`src/rtl/ser_tx_pkg.sv`:
```
package ser_tx_pkg;

  typedef struct packed {
    logic swap;   // 1: data and clock pins exchanged
    logic fall;   // 1: slave samples on falling edges
  } tx_cfg_t;

  // Resting clock level: opposite to the first sampling edge.
  function automatic logic idle_level(input logic fall);
    return fall;
  endfunction

  // Pin driven by a given line for a given mapping: pin index 0 is pin_a.
  function automatic logic pin_value(input logic swap, input logic data,
                                     input logic sclk, input logic pin_idx);
    logic carries_clk;
    carries_clk = swap ^ pin_idx;
    return carries_clk ? sclk : data;
  endfunction

  // An even-numbered tick (counter odd before it) moves to the next bit.
  function automatic logic is_bit_boundary(input logic cnt_lsb);
    return cnt_lsb;
  endfunction

endpackage

```
`src/rtl/ser_tx_ctrl.sv`:
```
module ser_tx_ctrl
  import ser_tx_pkg::*;
#(
  parameter int WORD_W = 8
) (
  input  logic    clk,
  input  logic    rst_n,
  input  logic    start_i,
  input  logic    tick_i,
  input  logic    swap_i,
  input  logic    fall_i,
  output logic    busy_o,
  output logic    done_o,
  output logic    launch_o,
  output logic    tick_act_o,
  output logic    shift_o,
  output tx_cfg_t cfg_o
);
  localparam int HALF_N = 2 * WORD_W;
  localparam int CNT_W  = $clog2(HALF_N);
  localparam logic [CNT_W-1:0] CNT_LAST = CNT_W'(HALF_N - 1);

  logic             busy_q;
  logic             done_q;
  logic [CNT_W-1:0] cnt_q;
  tx_cfg_t          cfg_q;
  logic             last_tick;

  assign launch_o   = start_i & ~busy_q;
  assign tick_act_o = tick_i & busy_q;
  assign last_tick  = tick_act_o & (cnt_q == CNT_LAST);
  assign shift_o    = tick_act_o & is_bit_boundary(cnt_q[0]) & ~last_tick;

  always_ff @(posedge clk) begin
    if (!rst_n) begin
      busy_q <= 1'b0;
      done_q <= 1'b0;
      cnt_q  <= '0;
      cfg_q  <= '0;
    end else begin
      done_q <= last_tick;
      if (launch_o) begin
        busy_q     <= 1'b1;
        cnt_q      <= '0;
        cfg_q.swap <= swap_i;
        cfg_q.fall <= fall_i;
      end else if (tick_act_o) begin
        if (last_tick) begin
          busy_q <= 1'b0;
          cnt_q  <= '0;
        end else begin
          cnt_q <= cnt_q + 1'b1;
        end
      end
    end
  end

  assign busy_o = busy_q;
  assign done_o = done_q;
  assign cfg_o  = cfg_q;
endmodule

```
`src/rtl/ser_tx_shifter.sv`:
```
module ser_tx_shifter #(
  parameter int WORD_W = 8
) (
  input  logic              clk,
  input  logic              rst_n,
  input  logic              load_i,
  input  logic              shift_i,
  input  logic [WORD_W-1:0] word_i,
  output logic              data_o
);
  logic [WORD_W-1:0] sr_q;

  always_ff @(posedge clk) begin
    if (!rst_n) begin
      sr_q <= '0;
    end else if (load_i) begin
      sr_q <= word_i;
    end else if (shift_i) begin
      sr_q <= {sr_q[WORD_W-2:0], 1'b0};
    end
  end

  assign data_o = sr_q[WORD_W-1];
endmodule

```
`src/rtl/ser_tx_clkgen.sv`:
```
module ser_tx_clkgen
  import ser_tx_pkg::*;
(
  input  logic clk,
  input  logic rst_n,
  input  logic load_i,
  input  logic fall_i,
  input  logic toggle_i,
  output logic sclk_o
);
  logic sclk_q;

  always_ff @(posedge clk) begin
    if (!rst_n) begin
      sclk_q <= idle_level(1'b0);
    end else if (load_i) begin
      sclk_q <= idle_level(fall_i);
    end else if (toggle_i) begin
      sclk_q <= ~sclk_q;
    end
  end

  assign sclk_o = sclk_q;
endmodule

```
`src/rtl/ser_tx_pinmux.sv`:
```
module ser_tx_pinmux
  import ser_tx_pkg::*;
#(
  parameter int PIN_N = 2
) (
  input  logic             swap_i,
  input  logic             data_i,
  input  logic             sclk_i,
  output logic [PIN_N-1:0] pins_o
);
  for (genvar p = 0; p < PIN_N; p++) begin : g_pin
    assign pins_o[p] = pin_value(swap_i, data_i, sclk_i, 1'(p));
  end
endmodule

```
`src/rtl/ser_tx_master.sv`:
```
module ser_tx_master
  import ser_tx_pkg::*;
#(
  parameter int WORD_W = 8
) (
  input  logic              clk,
  input  logic              rst_n,
  input  logic              start,
  input  logic [WORD_W-1:0] tx_byte,
  input  logic              tick,
  input  logic              pin_swap,
  input  logic              fall_sample,
  output logic              pin_a,
  output logic              pin_b,
  output logic              busy,
  output logic              done
);
  localparam int PIN_N = 2;

  tx_cfg_t          cfg;
  logic             launch;
  logic             tick_act;
  logic             shift;
  logic             sdata;
  logic             sclk;
  logic [PIN_N-1:0] pins;

  ser_tx_ctrl #(.WORD_W(WORD_W)) u_ctrl (
    .clk        (clk),
    .rst_n      (rst_n),
    .start_i    (start),
    .tick_i     (tick),
    .swap_i     (pin_swap),
    .fall_i     (fall_sample),
    .busy_o     (busy),
    .done_o     (done),
    .launch_o   (launch),
    .tick_act_o (tick_act),
    .shift_o    (shift),
    .cfg_o      (cfg)
  );

  ser_tx_shifter #(.WORD_W(WORD_W)) u_shift (
    .clk     (clk),
    .rst_n   (rst_n),
    .load_i  (launch),
    .shift_i (shift),
    .word_i  (tx_byte),
    .data_o  (sdata)
  );

  ser_tx_clkgen u_clk (
    .clk      (clk),
    .rst_n    (rst_n),
    .load_i   (launch),
    .fall_i   (fall_sample),
    .toggle_i (tick_act),
    .sclk_o   (sclk)
  );

  ser_tx_pinmux #(.PIN_N(PIN_N)) u_mux (
    .swap_i (cfg.swap),
    .data_i (sdata),
    .sclk_i (sclk),
    .pins_o (pins)
  );

  assign pin_a = pins[0];
  assign pin_b = pins[1];
endmodule

```
`config.mk`:
```
export PLATFORM = sky130hd
export DESIGN_NAME = ser_tx_master
export DESIGN_NICKNAME = d
export VERILOG_FILES = /design/src/rtl/ser_tx_pkg.sv /design/src/rtl/ser_tx_ctrl.sv /design/src/rtl/ser_tx_shifter.sv /design/src/rtl/ser_tx_clkgen.sv /design/src/rtl/ser_tx_pinmux.sv /design/src/rtl/ser_tx_master.sv
export SDC_FILE = /design/constraint.sdc
export NUM_CORES = 1
export LEC_CHECK = 0
export BUFFER_PORTS_ARGS = -buffer_cell sky130_fd_sc_hd__buf_2
export CAP_MARGIN = 20
export CORE_UTILIZATION = 32
export CTS_CLUSTER_DIAMETER = 150
export DETAILED_ROUTE_END_ITERATION = 7
export SLEW_MARGIN = 10
export SYNTH_ARGS = -nofsm -noshare
export SYNTH_HDL_FRONTEND = slang
export SYNTH_SLANG_ARGS = --single-unit
```
`constraint.sdc`:
```
create_clock -name clk -period 1.5 [get_ports clk]
set_clock_uncertainty 0.15 [all_clocks]
set_input_delay 0.15 -clock clk [delete_from_list [all_inputs] [get_ports clk]]
set_output_delay 0.15 -clock clk [all_outputs]
set_load 0.02 [all_outputs]
```
==> metrics <==
Row Count 17; P_sw 0.2190 mW; Worst slew margin between 70 and 80%; synth unique cells 26; RSZ-0062 raised after global routing false; number of synthesized flops with an enable pin 0; synthesized flop and latch total 16; Final period util a little over nine tenths; Initial Utilization between 30% and 40%; layout net count 131; fraction of registers with async set/reset 0%; CP arrival 1130 ps; Pint ~0.6 mW; port bufs 17; clock sinks 16; GRT Overall Usage ~15%; sequential power share 56.5%; Final GP Congestion 0.7824; combinational power share 15.7%; syn_nets approximately 100; CTS max path bufs 2; Worst Tran Pin Value 329.4 ps; Residual DRC 0; HP Class in2reg; CTS tree built; vias per cell 5.261; mapped cell area about 740 um^2; initial antenna violation count 0; Finished Layout Cells 142; Crit Path Max Fanout 3; Max Slew Vio Count 0; ant diodes 0; Root Buffer clkbuf_4; vias in the first global route just under 700; Std-Cell Core Area 2191 um^2; Mapped Cells 88; fillcell total 226; register area share after synthesis 43.24%; max-cap violations 0; IO Count 18; outcome complete, no violations; Worst path slowest cell dfxtp_2; Worst Setup End Kind output pin; FMAX 698.2 MHz; placed cell count 133; VDD IR max 0.3188 mV; Final min period 1432 ps; setup bufs post-CTS 0; area of the multi-input gates 386.6 um^2; Seq. cell area 322.8 um^2; clock latency on the worst-skew pair 290 ps; WS Path Type reg2out; die height 50.11 um; die width 50.11 um; crit-path cells mux2_2 > buf_2; layout cells sized above 1 29.82%; finished layout cell area about 960 um^2; initial drt markers 8; grt ovf 0; clock-pin slew on the worst setup and hold paths ~90 ps; synth warn 0; pin count of the biggest net entering global routing 13; Final TNS setup 0 ps; Post-Route WL roughly 1.7 mm; Detail Route Antenna Nets 0; Fin. Hold Viols 0; Worst path max stage delay 360 ps; Area Overhead vs Synth 29.73%; setup violators final 0; dpl hpwl 1.188 mm; Net Sw Frac a little over a quarter; CP Launch Type flop; delay-heaviest family, CP flip-flops; dominant synthesized flop cell dfxtp_1; WP data required 1200 ps; Die ar. approximately 2500 um^2; PwrDens between 800 and 900 nW/um^2; placed inst area 872.1 um^2; routed len/inst ~12 um; Via Count 747; crit path buf inv count 1; Syn Area/Cell between 8 and 9 um^2; Clk pwr share 27.8%; First-pass DRT Iterations 4; # H-tree levels 1; first-pass GRT wire length roughly 2.9 mm; leakage about 0.38 nW; CTS Buf Count 3
## final cells by class
| type | instances | area share (%) |
|---|---|---|
| Multi-Input combinational cell | 65 | 40.23 |
| Sequential cell | 16 | 33.59 |
| Timing Repair Buffer | 29 | 19.79 |
| Tap cell | 28 | 3.646 |
| Clock buffer | 3 | 2.344 |
| Inverter | 1 | 0.3906 |
## tightest hold or removal path: cells and delay by family
family | cells | cell delay (ps)
AO/OA/AOI/OAI | 2 | 180
buffers and inverters | 1 | 80
## Yosys cell counts (2+ instances only)
cell type	count	area, um^2
o21ai_0	16	80.08
nand2_1	8	30.03
nor3_1	2	10.01
dfxtp_1	16	320.3
buf_2	2	10.01
or3_1	2	12.51
a21oi_1	13	65.06
o211ai_1	2	15.01
mux2_2	2	22.52
a31oi_1	8	50.05
and3_1	2	12.51
## through the flow
step / utilization (%) / hold slack [ps] / power (mW) / setup WS, ps
2_1_floorplan: - / 136.0 / 0.5485 / 7.822
5_1_grt: 43.86 / 13.03 / 0.8706 / 18.13
3_5_place_dp: 39.81 / 256.5 / 0.5919 / 95.58
3_3_place_gp: 39.81 / 250.4 / 0.5901 / 127.6
4_1_cts: 43.58 / 3.772 / 0.8343 / 23.57
6_report: 43.86 / 0.8763 / 0.8268 / 67.84
## layout by cell type, fill, tap and decap left out
cell type      instances
buf_2                 17
o21ai_0               16
dfxtp_1               14
a21oi_1               12
a31oi_1                8
nand2_1                8
dlygate4sd3_1          6
buf_4                  6
clkbuf_4               3
mux2_2                 2
and3_1                 2
nor3_1                 2
o211ai_1               2
or3_1                  2
dfxtp_2                2
nand3_2                1
nand3_1                1
nor2b_1                1
nand2b_1               1
inv_1                  1
o221a_2                1
mux2i_1                1
a32oi_1                1
nor2_1                 1
a21oi_2                1
a2bb2oi_1              1
ha_2                   1
## worst paths after layout
| path | cells past startpoint | slack, ps | startpoint | end |
|---|---|---|---|---|
| setup / recovery | 2 | 70 | u_ctrl.cfg_o[1] | pin_b |
| hold / removal | 3 | 0.9 | tx_byte[2] | u_shift.sr_q[2] |
| setup reg to reg | 4 | 70 | u_ctrl.cnt_q[1] | u_ctrl.cnt_q[0] |
| hold reg to reg | 2 | 330 | u_shift.sr_q[2] | u_shift.sr_q[2] |
## sequential cells by signal (all words and copies together), names as in the netlist
| signal | count |
|---|---|
| u_ctrl.done_o | 1 |
| u_ctrl.cfg_o | 1 |
| u_clk.sclk_o | 1 |
| u_shift.sr_q | 8 |
| u_ctrl.cnt_q | 4 |
| u_ctrl.busy_o | 1 |
## kinds of logic after synthesis
family / share of synthesized area [%]
multiplexers: 4.392
AO/OA/AOI/OAI: 32.26
AND/OR/NAND/NOR: 13.01
adder cells (fa/ha/maj): 1.689
flip-flops: 43.24
buffers and inverters: 5.404
## power by group through the flow
stage          clock network, mW  logic [mW]  registers, mW
5_1_grt                    0.258       0.142          0.471
3_5_place_dp                   0       0.116          0.476
2_1_floorplan                  0      0.0775          0.471
3_3_place_gp                   0       0.115          0.475
4_1_cts                    0.240       0.129          0.466
6_report                   0.230       0.130          0.467
## metal layers
metal / track usage, % / part of all wire (%) / vias up
met1: 19.81 / 48 / 349
met5: 0 / 0 / -
met4: 7.143 / 1.1 / 0
li1: - / - / 383
met3: 0.9259 / 1.9 / 3
met2: 24.89 / 49 / 12
## timing repair
item	in CTS	in global routing
endpoints found under the hold margin	6	0
resized for setup	0	3
hold buffers	6	0
endpoints found under the setup margin	0	7
Note: power is estimated with default switching activity, not from simulation.
